**src/rtl/ocu_force.sv**
```systemverilog
module ocu_force #(
  parameter int CW   = 16,
  parameter int NORD = 4,
  parameter int AW   = 4
) (
  input  logic          clk,
  input  logic          rst_n,
  input  logic          tick,
  input  logic          we,
  input  logic [AW-1:0] addr,
  input  logic [CW-1:0] wdata,
  output logic [CW-1:0] rdata,
  output logic [NORD:0] lines,
  output logic          irq
);
  localparam int NCH = NORD + 1;
  localparam int NL  = NORD + 1;
  localparam int LO  = 3;
  localparam logic [AW-1:0] A_CNT = 0, A_ACT = AW'(NCH + 1), A_FLG = AW'(NCH + 2),
                            A_IEN = AW'(NCH + 3), A_FMK = AW'(NCH + 4),
                            A_FDT = AW'(NCH + 5), A_LIN = AW'(NCH + 6);

  logic [CW-1:0]     cnt;
  logic [CW-1:0]     cmp [NCH];
  logic [2*NORD-1:0] act;
  logic [NCH-1:0]    flg, ien, hit, clr;
  logic [NL-1:0]     fmk, fdt, pin_q, pin_d;

  wire [CW-1:0] cnt_nx = cnt + 1'b1;

  for (genvar k = 0; k < NCH; k++) begin : g_hit
    assign hit[k] = tick && (cnt_nx == cmp[k]);
  end

  assign clr   = (we && addr == A_FLG) ? wdata[NCH-1:0] : '0;
  assign lines = pin_q;
  assign irq   = |(flg & ien);

  always_comb begin
    pin_d = pin_q;
    for (int i = 0; i < NORD; i++)
      if (hit[i+1])
        case (act[2*i +: 2])
          2'b01:   pin_d[i] = ~pin_q[i];
          2'b10:   pin_d[i] = 1'b0;
          2'b11:   pin_d[i] = 1'b1;
          default: pin_d[i] = pin_q[i];
        endcase
    if (hit[0]) pin_d = (pin_d & ~fmk) | (fdt & fmk);
  end

  always_ff @(posedge clk or negedge rst_n) begin
    if (!rst_n) begin
      cnt   <= '0;
      act   <= '0;
      flg   <= '0;
      ien   <= '0;
      fmk   <= '0;
      fdt   <= '0;
      pin_q <= '0;
      for (int k = 0; k < NCH; k++) cmp[k] <= '0;
    end else begin
      if (tick) cnt <= cnt_nx;
      for (int k = 0; k < NCH; k++)
        if (we && addr == AW'(k + 1)) cmp[k] <= wdata;
      if (we && addr == A_ACT) act <= wdata[2*NORD-1:0];
      if (we && addr == A_IEN) ien <= wdata[NCH-1:0];
      if (we && addr == A_FMK) fmk <= wdata[LO +: NL];
      if (we && addr == A_FDT) fdt <= wdata[LO +: NL];
      flg   <= (flg & ~clr) | hit;
      pin_q <= pin_d;
    end
  end

  always_comb begin
    rdata = '0;
    for (int k = 0; k < NCH; k++)
      if (addr == AW'(k + 1)) rdata = cmp[k];
    case (addr)
      A_CNT:   rdata = cnt;
      A_ACT:   rdata = CW'(act);
      A_FLG:   rdata = CW'(flg);
      A_IEN:   rdata = CW'(ien);
      A_FMK:   rdata = CW'({fmk, 3'b000});
      A_FDT:   rdata = CW'({fdt, 3'b000});
      A_LIN:   rdata = CW'({pin_q, 3'b000});
      default: ;
    endcase
  end

  a_r1_count_step: assert property (@(posedge clk) disable iff (!rst_n)
    tick |=> cnt == CW'($past(cnt) + 1'b1));
  a_r1_count_hold: assert property (@(posedge clk) disable iff (!rst_n)
    !tick |=> $stable(cnt));
  for (genvar k = 0; k < NCH; k++) begin : g_chk
    a_r2_flag_on_match: assert property (@(posedge clk) disable iff (!rst_n)
      hit[k] |=> flg[k]);
  end
  a_r4_clear_needs_write: assert property (@(posedge clk) disable iff (!rst_n)
    (|($past(flg) & ~flg)) |-> $past(we && addr == A_FLG));
  a_r3_lines_hold_idle: assert property (@(posedge clk) disable iff (!rst_n)
    !tick |=> $stable(lines));
  a_r5_irq_needs_enable: assert property (@(posedge clk) disable iff (!rst_n)
    irq |-> (ien != '0));
endmodule

```
**config.mk**
```make
export PLATFORM = sky130hd
export DESIGN_NAME = ocu_force
export DESIGN_NICKNAME = d
export VERILOG_FILES = /design/src/rtl/ocu_force.sv
export SDC_FILE = /design/constraint.sdc
export NUM_CORES = 1
export LEC_CHECK = 0
export BUFFER_PORTS_ARGS = -buffer_cell sky130_fd_sc_hd__buf_4
export CAP_MARGIN = 15
export CORE_MARGIN = 2
export CORE_UTILIZATION = 56
export DETAILED_ROUTE_END_ITERATION = 7
export GPL_TIMING_DRIVEN = 1
export PLACE_DENSITY = 0.85
export SLEW_MARGIN = 15
export SYNTH_ARGS = -nofsm -noshare
export SYNTH_HDL_FRONTEND = slang
export SYNTH_SLANG_ARGS = --single-unit
```
**constraint.sdc**
```tcl
create_clock -name clk -period 2.9 [get_ports clk]
set_clock_uncertainty 0.05 [all_clocks]
set_input_delay 0.58 -clock clk [delete_from_list [all_inputs] [get_ports clk]]
set_output_delay 0.58 -clock clk [all_outputs]
set_load 0.005 [all_outputs]
```
Yosys cells after proc, flatten, opt, wreduce, memory -nomap -nowiden. Index checks and enable logic that the tools add are counted.

Register bits: 129.

Add/subtract/negate cells: 1. Eq/ne operators: 28. Mux-type cells: 16. Bitwise operators: 12. Reductions and logical operators: 17.

Operator list (number): 16-bit case mux with 7 select lines (1); 16-bit == test (5); 16-bit 2-to-1 mux (5); 5-bit bitwise AND (4); 16-bit by 1-bit adder with 16-bit output, second input constant (1); 2-bit == test, second input constant (8); 4-bit by 3-bit == test with 1-bit output, second input constant (4); 4-bit == test, second input constant (4); 1-bit logical AND (15); 1-bit case mux with 3 select lines (4); 5-bit inverter (2); 5-bit bitwise OR (2); 2-bit by 1-bit == test with 1-bit output, second input constant (4); 4-bit by 2-bit == test with 1-bit output, second input constant (2); 5-bit 2-to-1 mux (1); 5-bit OR reduction (1); 4-bit by 1-bit == test with 1-bit output, second input constant (1); 4-bit zero test (1); 1-bit 2-to-1 mux (4); 4-bit 2-to-1 mux (1); 1-bit inverter (4).

Logic depth before layout (Yosys ltp).
Word-level depth: 7. Mapped depth: 11. Depth with buffers taken out: 9.

Worst setup path after synthesis. OpenSTA, ideal clock, no wires.

Path type: reg2reg. Start point: register cnt[1]. End point: register (tool-made name). Data arrival time: 2.875 ns. Data required time: 2.725 ns. Path slack: -0.149 ns. Cell stages (with the launch flop): 10. Path buffers: 0. Path through: dfrtp_1 -> ha_1 -> nand2_1 -> nor4_1 -> xnor2_1 -> o2111ai_1 -> or4_1 -> nor2_1 -> nand2_1 -> mux2_2.

RTL lines: from (decl) (RTL line 23) `logic [CW-1:0] cnt;`; from (signal assigned) (RTL line 63) `if (tick) cnt <= cnt_nx;`.

Worst setup path after layout.
Start point: register cnt[4]. End point: register pin_q[2] (netlist: lines[2]).

Word-level cells in the longest chain between the ends: 7. Elaborated cells on any way between the ends: 9.

Ends and longest elaborated chain: 16-bit by 1-bit adder with 16-bit output * (RTL line 29) `wire [CW-1:0] cnt_nx = cnt + 1'b1;`; 16-bit == test (RTL line 32) `assign hit[k] = tick && (cnt_nx == cmp[k]);`; 1-bit logical AND (RTL line 32); 1-bit 2-to-1 mux (RTL line 42) `if (hit[i+1])`; 5-bit bitwise AND (RTL line 49) `if (hit[0]) pin_d = (pin_d & ~fmk) | (fdt & fmk);`; 5-bit bitwise OR (RTL line 49); 4-bit 2-to-1 mux * (RTL line 49); via pin_d[2] (RTL line 27) `logic [NL-1:0] fmk, fdt, pin_q, pin_d;`; to (signal assigned) (RTL line 71) `pin_q <= pin_d;`; to (decl) (RTL line 27).

The timed path passes the listed nets; every way through them passes the cells marked *. A chain may end at the register's enable or synchronous reset.

==> impl_metrics.csv <==
group,metric,value,unit
run_status,outcome,"complete, but fails checks",
run_status,violations,"design-rule violations, negative setup slack",
setup_path,crit_fanout,12,
global_route,grt_max_degree,130,
detailed_routing,drt-pass1-iter-count,8,
global_route,antenna_found_initial,0,
floorplanning,die_area,15000,um2
synth,synth.area.top_cells,"dfrtp_1, mux2_2, xnor2_1",
cts,numClockSinks,129,
synth,synth_edf_count,0,
timing,max_slew_margin,53.2,%
setup_path,worstPathRequired,3220,ps
synth,synth.top_cell.area_share,41.0,%
synth,syn_nets,799,
synth,syn_area,7870,um2
setup_path,worstSetupEndpointType,"flip-flop",
finish,fin_nets,907,
cts,clockRootBuffer,"clkbuf_16",
placement,place_ws,-71.9,ps
synth,synth_cell_types,58,
timing,max_freq,341,MHz
synth,async_flop_share,100,%
hold_path,hold_class,"in -> async",
detailed_routing,vias,7223,
floorplanning,die_w,123,um
finish,drive_above_1_share,33.3,%
timing,post-route-period-util,101,%
timing,drv_slew,0,
setup_path,r2r_setup_slack,-30,ps
floorplanning,core_area,13800,um2
detailed_routing,ant_nets,0,
detailed_routing,drt_wl_total,26000,um
finish,layout_common_cells,"buf_4, dfrtp_1, mux2_2",
global_route,grt_overflow,0,
pwr,irDropWorstVdd,0.540,mV
finish,fill_cells,898,
cts,cts-htree-levels,4,
detailed_routing,drc,5,
detailed_routing,routedWlPerCell,24.2,um
floorplanning,start_util,56.9,%
global_route,track_usage,36.2,%
finish,layout_commonest_cell,"buf_4",
cts,clk_pin_slew,60,ps
setup_path,arrival,3250,ps
synth,synth_warnings,0,
setup_path,start_kind,"flip-flop",
floorplanning,io_pins,46,
timing,hold_viol,0,
pwr,p_leak,0.00423,uW
placement,gp_congestion,1.02,
cts,clock_path_buffers,2,
synth,synth_top_area_cell,"dfrtp_1",
floorplanning,die_h,123,um
setup_path,worst_r2r_path_depth,9,
timing,tns,-28.8,ps
detailed_routing,viasPerCell,6.72,
timing,worstMarginPinSlew,702,ps
synth,ys_ff_latch,129,
global_route,grt_pass1_vias,7033,
pwr,powerDensity,789,nW/um2
placement,hpwlAfterDp,17800,um
synth,postSynthAreaPerCell,10.2,um2
synth,ys_seq_area_share,41.0,%
synth,syn_inst,774,
detailed_routing,drtIter0Drc,999,
timing,timing.hold.ws,194,ps
finish,final_util,71.4,%
timing,worst_slack,-28.8,ps
synth,synthFlopType,"dfrtp_1",
cts,cts_tree,"done",
job,maxCapViolCount,0,
floorplanning,rows,43,
finish,syn2layout_area_growth,25.3,%
cts,cts_buffers,17,
setup_path,r2r-end,"lines[2]$_DFF_PN0_",
finish,n_antenna_cell,0,
placement,port_buffers,45,
setup_path,reg2reg_from,"cnt[4]$_DFFE_PN0P_",
placement,placed_area,9020,um2
timing,finalSetupViolCount,1,
timing,fin_crit,2930,ps
cts,insertion_delay,430,ps
timing,rsz0062_at_grt,"yes",
global_route,grt_pass1_wl,40500,um
finish,fin_area,9870,um2
setup_path,worstSetupPathType,"reg -> reg",
## cell families (layout without fill, tap and decap cells)
| logic type | count (synthesis) | in the layout | share of synthesized area (%) |
|---|---|---|---|
| DFF | 129 | 129 | 41.0 |
| AOI/OAI and AO/OA | 171 | 171 | 15.0 |
| xor gates and xnor gates | 104 | 104 | 14.3 |
| and+or+nand+nor | 220 | 220 | 14.2 |
| buffers and inverters | 63 | 184 | 3.18 |
| adders and majority gates | 1 | 1 | 0.159 |
| muxes | 86 | 86 | 12.2 |
## stage by stage
stage / power (uW) / cells
after floorplan: 4200 / 774
after global placement: 5210 / 1040
after detailed placement: 5280 / 1040
after CTS: 7510 / 1072
after global routing: 8080 / 1075
final: 7790 / 1075
## report_power, final
group / total (uW) / switching (uW) / internal (uW)
Combinational: 2810 / 1380 / 1420
Sequential: 2760 / 539 / 2220
Clock: 2220 / 797 / 1420
Total: 7790 / 2720 / 5070
## worst max-delay path, cell delays in order (launching register included)
cell     delay [ps]
dfrtp_1         410
buf_4           260
and4_1          300
and4_4          250
xnor2_1         130
o21ai_0         170
or4_4           490
or4_4           500
a22oi_2         160
mux2_4          160
## synthesized netlist by cell type (all sizes together) (15+ instances only)
library cell	count
xor2	30
a22oi	41
o21ai	46
mux2	79
xnor2	59
xnor3	15
nor3	15
nor2	26
nand2b	15
nand3	26
dfrtp	129
clkbuf	39
nand2	80
## state kept, by name (all words and copies together), names as in the netlist, named ones only
| signal | cells |
|---|---|
| cnt | 16 |
| ien | 5 |
| act | 8 |
| cmp | 80 |
| lines | 4 |
| flg | 5 |
| fmk | 5 |
| fdt | 5 |
## layout make-up
cell class                      instances  area (um2)  share of cell area (%)
Clock buffer                           24         482                    4.88
Clock inverter                          8         128                    1.29
Inverter                               13        48.8                   0.494
Multi-Input combinational cell        582        4650                    47.1
Sequential cell                       129        3230                    32.8
Tap cell                              180         225                    2.28
Timing Repair Buffer                  139        1100                    11.2
## metal layers
layer  vias up  global-route usage, %  share of wire (%)  wire length [um]
li1       3083                      -                  -                 -
met1      3477                   50.5                 39             10100
met2       546                   55.6                 46             11900
met3       117                   6.55                 11              2830
met4         0                   15.6                4.8              1250
met5         -                      0                  0                 0
## worst max path at each step
stage | from | endpoint | slack (ps) | cells after the start
floorplan | addr[3] | rdata[3] | 3 | 6
CTS | cnt[0]$_DFFE_PN0P_ | flip-flop | 20 | 12
global placement | cnt[1]$_DFFE_PN0P_ | lines[2]$_DFF_PN0_ | -9 | 9
global route | cnt[1]$_DFFE_PN0P_ | lines[2]$_DFF_PN0_ | -60 | 9
finish | cnt[4]$_DFFE_PN0P_ | lines[2]$_DFF_PN0_ | -30 | 9
detailed placement | cnt[0]$_DFFE_PN0P_ | flip-flop | -70 | 12
## timing repair
item,CTS,global route
gates resized for setup,6,40
hold buffers,0,0
endpoints found under the setup margin,5,7
pin swaps,1,20
setup buffers,0,3
Power figures use the tool's default switching activity.
